$ cat config.mk
export PLATFORM = sky130hd
export DESIGN_NAME = instr_status_regs
export DESIGN_NICKNAME = d
export VERILOG_FILES = /design/src/rtl/instr_status_pkg.sv /design/src/rtl/stat_evt_latch.sv /design/src/rtl/stat_mask_reg.sv /design/src/rtl/stat_summary.sv /design/src/rtl/instr_status_regs.sv
export SDC_FILE = /design/constraint.sdc
export NUM_CORES = 1
export LEC_CHECK = 0
export BUFFER_PORTS_ARGS = -buffer_cell sky130_fd_sc_hd__buf_2
export CAP_MARGIN = 0
export CORE_ASPECT_RATIO = 1.2
export CORE_UTILIZATION = 47
export CTS_BUF_LIST = sky130_fd_sc_hd__clkbuf_16
export DETAILED_ROUTE_END_ITERATION = 6
export PLACE_DENSITY_LB_ADDON = 0.05
export SYNTH_ARGS = -nofsm -noshare
export SYNTH_HDL_FRONTEND = slang
export SYNTH_SLANG_ARGS = --single-unit
$ cat constraint.sdc
create_clock -name clk -period 3.4 [get_ports clk]
set_input_delay 0.68 -clock clk [delete_from_list [all_inputs] [get_ports clk]]
set_output_delay 0.68 -clock clk [all_outputs]
set_load 0.05 [all_outputs]
$ cat src/rtl/instr_status_pkg.sv
package instr_status_pkg;
  localparam int DW     = 8;
  localparam int SB_OSE = 7;
  localparam int SB_MSS = 6;
  localparam int SB_ESB = 5;
  localparam int EV_PON = 7;
  localparam int EV_QYE = 2;

  typedef enum logic [2:0] {
    OP_RD_EVT = 3'd0,
    OP_WR_EEN = 3'd1,
    OP_WR_SEN = 3'd2,
    OP_RD_SB  = 3'd3,
    OP_CLEAR  = 3'd4
  } acc_op_e;
endpackage

$ cat src/rtl/stat_evt_latch.sv
module stat_evt_latch #(
  parameter int W = 8
) (
  input  logic         clk,
  input  logic         rst_n,
  input  logic [W-1:0] set_i,
  input  logic         clr_i,
  output logic [W-1:0] q_o
);
  logic [W-1:0] q;

  // a pulse in the clear cycle survives: the set term is ORed after the clear
  always_ff @(posedge clk) begin
    if (!rst_n) q <= '0;
    else        q <= (clr_i ? '0 : q) | set_i;
  end

  assign q_o = q;
endmodule

$ cat src/rtl/stat_mask_reg.sv
module stat_mask_reg #(
  parameter int W = 8
) (
  input  logic         clk,
  input  logic         rst_n,
  input  logic         we_i,
  input  logic [W-1:0] d_i,
  output logic [W-1:0] q_o
);
  logic [W-1:0] q;

  always_ff @(posedge clk) begin
    if (!rst_n)    q <= '0;
    else if (we_i) q <= d_i;
  end

  assign q_o = q;
endmodule

$ cat src/rtl/stat_summary.sv
module stat_summary
  import instr_status_pkg::*;
#(
  parameter int OPW = 16
) (
  input  logic [DW-1:0]  evt_i,
  input  logic [DW-1:0]  een_i,
  input  logic [DW-1:0]  sen_i,
  input  logic [OPW-1:0] op_i,
  output logic [DW-1:0]  sb_o
);
  logic          ose;
  logic          esb;
  logic          mss;
  logic [DW-1:0] pre;

  always_comb begin
    ose = |op_i;
    esb = |(evt_i & een_i);
    pre = '0;
    pre[SB_OSE] = ose;
    pre[SB_ESB] = esb;
    // pre[SB_MSS] is always 0, so mask bit 6 cannot feed back
    mss = |(pre & sen_i);
    sb_o = pre;
    sb_o[SB_MSS] = mss;
  end
endmodule

$ cat src/rtl/instr_status_regs.sv
module instr_status_regs
  import instr_status_pkg::*;
#(
  parameter int OPW = 16
) (
  input  logic           clk,
  input  logic           rst_n,
  input  logic [7:0]     ev_pulse,
  input  logic [OPW-1:0] op_status,
  input  logic           acc_valid,
  input  logic [2:0]     acc_op,
  input  logic [7:0]     acc_wdata,
  output logic           rsp_valid,
  output logic [7:0]     rsp_data,
  output logic [7:0]     status_byte
);
  logic [DW-1:0] evt_q;
  logic [DW-1:0] een_q;
  logic [DW-1:0] sen_q;
  logic [DW-1:0] sb;
  logic          do_rd_evt;
  logic          do_rd_sb;
  logic          do_clr;
  logic          we_een;
  logic          we_sen;
  logic          rsp_v_q;
  logic [DW-1:0] rsp_d_q;

  always_comb begin
    do_rd_evt = acc_valid && (acc_op == OP_RD_EVT);
    do_rd_sb  = acc_valid && (acc_op == OP_RD_SB);
    do_clr    = acc_valid && (acc_op == OP_CLEAR);
    we_een    = acc_valid && (acc_op == OP_WR_EEN);
    we_sen    = acc_valid && (acc_op == OP_WR_SEN);
  end

  stat_evt_latch #(.W(DW)) u_evt (
    .clk   (clk),
    .rst_n (rst_n),
    .set_i (ev_pulse),
    .clr_i (do_rd_evt | do_clr),
    .q_o   (evt_q)
  );

  stat_mask_reg #(.W(DW)) u_een (
    .clk   (clk),
    .rst_n (rst_n),
    .we_i  (we_een),
    .d_i   (acc_wdata),
    .q_o   (een_q)
  );

  stat_mask_reg #(.W(DW)) u_sen (
    .clk   (clk),
    .rst_n (rst_n),
    .we_i  (we_sen),
    .d_i   (acc_wdata),
    .q_o   (sen_q)
  );

  stat_summary #(.OPW(OPW)) u_sum (
    .evt_i (evt_q),
    .een_i (een_q),
    .sen_i (sen_q),
    .op_i  (op_status),
    .sb_o  (sb)
  );

  // response captures pre-clear values in the access cycle
  always_ff @(posedge clk) begin
    if (!rst_n) begin
      rsp_v_q <= 1'b0;
      rsp_d_q <= '0;
    end else begin
      rsp_v_q <= do_rd_evt | do_rd_sb;
      if (do_rd_evt)     rsp_d_q <= evt_q;
      else if (do_rd_sb) rsp_d_q <= sb;
    end
  end

  assign rsp_valid   = rsp_v_q;
  assign rsp_data    = rsp_d_q;
  assign status_byte = sb;
endmodule

==> impl_metrics.tcl <==
set metrics [dict create \
    status "complete, no violations" \
    avgSynthCellArea_sq_um 9.38 \
    end_kind "output port" \
    area_delta_synth_final_pct 27.5 \
    p_leak_uw 0.000617 \
    peakVddDrop_uv 401 \
    finalPower_uw 677 \
    drt_iter0_markers 31 \
    ys.warnings.count 0 \
    dp_slack_ps 1020 \
    cts_buffer_depth 2 \
    p_switching_uw 161 \
    post-dp-hpwl_microns 1780 \
    port_buffers 49 \
    netlist_area_sq_um 1090 \
    drv_cap 0 \
    startpoint_type "input pin" \
    final_layout_size_suffix_gt1_share_pct 35.2 \
    dr.pass1.iters 4 \
    clk_latency_ps 260 \
    critPathCapture "status_byte[6]" \
    postSynthCellCount 116 \
    grt_pass1_vias 851 \
    hold_path.class "reg -> reg" \
    antenna_cells 0 \
    start_util_pct 51.4 \
    route.vias.total 991 \
    period_share_pct 69.9 \
    yosys-top-cells-area "dfxtp_1 (50%), nor2_1 (9.7%), mux2i_1 (9.2%), a22oi_1 (6.9%), buf_4 (6.2%)" \
    coreArea_sq_um 2120 \
    synth.distinct_cells 24 \
    powerDensity_nw_per_um2 488 \
    finalSetupTns_ps 0 \
    cp-startpoint "op_status[1]" \
    antenna_found_initial 0 \
    intPower_uw 516 \
    routed_wl_microns 2370 \
    finalNetCount 201 \
    grt_pass1_wl_microns 3480 \
    synth_edf_count 0 \
    htreeDepth 1 \
    arrival_ps 1700 \
    finalInstanceArea_sq_um 1390 \
    wl_per_cell_microns 12.3 \
    critPathMaxFanout 3 \
    die_x_microns 45.9 \
    postRouteAntennaNets 0 \
    viasPerCell 5.16 \
    seq_area_frac_synth_pct 49.7 \
    gp_congestion 0.782 \
    yosysMostFrequentCell "nor2_1" \
    drc 0 \
    fin_ws_ps 1020 \
    cts_tree "yes" \
    io_pins 55 \
    ys_ff_latch 27 \
    grt_use_total_pct 19.6 \
    ys_top_cells_by_count "nor2_1 (28), dfxtp_1 (27), a22oi_1 (10), mux2i_1 (10), buf_4 (9)" \
    cts_sinks 27 \
    rsz0062_at_grt "false" \
    synthFlopType "dfxtp_1" \
    p_comb_share_pct 12.0 \
    synth_top_area_share_pct 49.7 \
    cts_buffers 3 \
    path_clk_slew_ps 60 \
    required_ps 2720 \
    pwr-share-clk_pct 38.3 \
    cts_setup_buffers 0 \
    pwr-share-seq_pct 49.7 \
    dieArea_sq_um 2510 \
    critical_path_class "in -> out" \
    fin_worst_skew_ps 4.39 \
    reg2reg_slack_ps 2140 \
    cts_hold_buf 0 \
    final-hold-violation-count 0 \
    placed_cell_area_sq_um 1310 \
    reg2reg_depth 4 \
    drv_slew 0 \
    setup_viol 0 \
    grt-ovfl-total 0 \
    clockRootBuffer "clkbuf_16" \
    fp-row-count 18 \
    swShare_pct 23.8 \
    die_y_microns 54.7 \
    reg2reg_from "u_evt.q_o[4]" \
    post-route-min-period_ps 2380 \
    yosysTopAreaCell "dfxtp_1" \
    cts-resized-gates 0 \
    synthArstFlopShare_pct 0 \
    fmax_mhz 421 \
    grt_start_max_net_pins 29 \
    r2r_end "rsp_data[6]" \
]
==> worst min path at each step <==
stage,depth (start not counted),endpoint,start
5_1_grt,2,rsp_data[0],rsp_data[0]
3_3_place_gp,2,rsp_data[0],rsp_data[0]
4_1_cts,2,u_een.q_o[1],u_een.q_o[1]
6_report,2,u_een.q_o[1],u_een.q_o[1]
2_1_floorplan,2,u_sen.q_o[5],u_sen.q_o[5]
3_5_place_dp,2,rsp_data[0],rsp_data[0]
==> layout make-up <==
| cell class | count | area, sq um |
|---|---|---|
| Clock buffer | 3 | 75.1 |
| Clock inverter | 1 | 5.00 |
| Fill cell | 201 | 729 |
| Inverter | 1 | 3.75 |
| Multi-Input combinational cell | 80 | 473 |
| Sequential cell | 27 | 541 |
| Tap cell | 30 | 37.5 |
| Timing Repair Buffer | 50 | 253 |
==> power groups by stage <==
| stage | Sequential [uW] | Combinational (uW) | Clock, uW |
|---|---|---|---|
| finish | 337 | 81.5 | 259 |
| global route | 338 | 88.8 | 271 |
| CTS | 337 | 81.9 | 261 |
| detailed placement | 343 | 81.6 | 0 |
| global placement | 343 | 79.8 | 0 |
| floorplan | 349 | 50.4 | 0 |
==> layout by cell type (no fill, tap or decap), drive strengths merged, types with 3 or more instances in the layout <==
master  Yosys  routed
mux2i      10      10
nor2       29      29
a21oi       8       8
nor4        4       4
clkbuf      1       3
a22oi      10      10
buf        11      50
conb        1       5
dfxtp      27      27
==> flip-flops by register name, indices dropped and copies added, names as in the netlist <==
register / flops
u_een.q_o: 8
u_evt.q_o: 8
rsp_valid: 1
rsp_data: 8
u_sen.q_o: 2
==> per-layer routing <==
metal	track usage, %	share of wire (%)
met3	3.30	5.9
met4	5.88	0.084
met5	0	0
met2	37.3	51
met1	21.6	43
==> through the flow <==
stage / utilization [%] / hold slack, ps / std cells
after global routing: 65.5 / 532 / 192
after global placement: 61.8 / 478 / 188
after CTS: 65.5 / 504 / 192
after detailed placement: 61.8 / 487 / 188
final: 65.5 / 496 / 192
after floorplan: - / 461 / 120
==> critical path: stages <==
cell     delay, ps
buf_2           90
nor4_1         280
nand4_1        190
a22o_1         240
buf_2          210
==> cell families (layout without fill, tap and decap cells) <==
kind of cell	count (synthesis)	in the layout	share of synthesized area (%)
buffers and inverters	13	55	8.27
other	1	5	0.344
flip-flops	27	27	49.7
AO/OA/AOI/OAI	23	23	14.7
AND/OR/NAND/NOR	42	42	17.8
multiplexers	10	10	9.20
(Power assumes the default switching activity.)
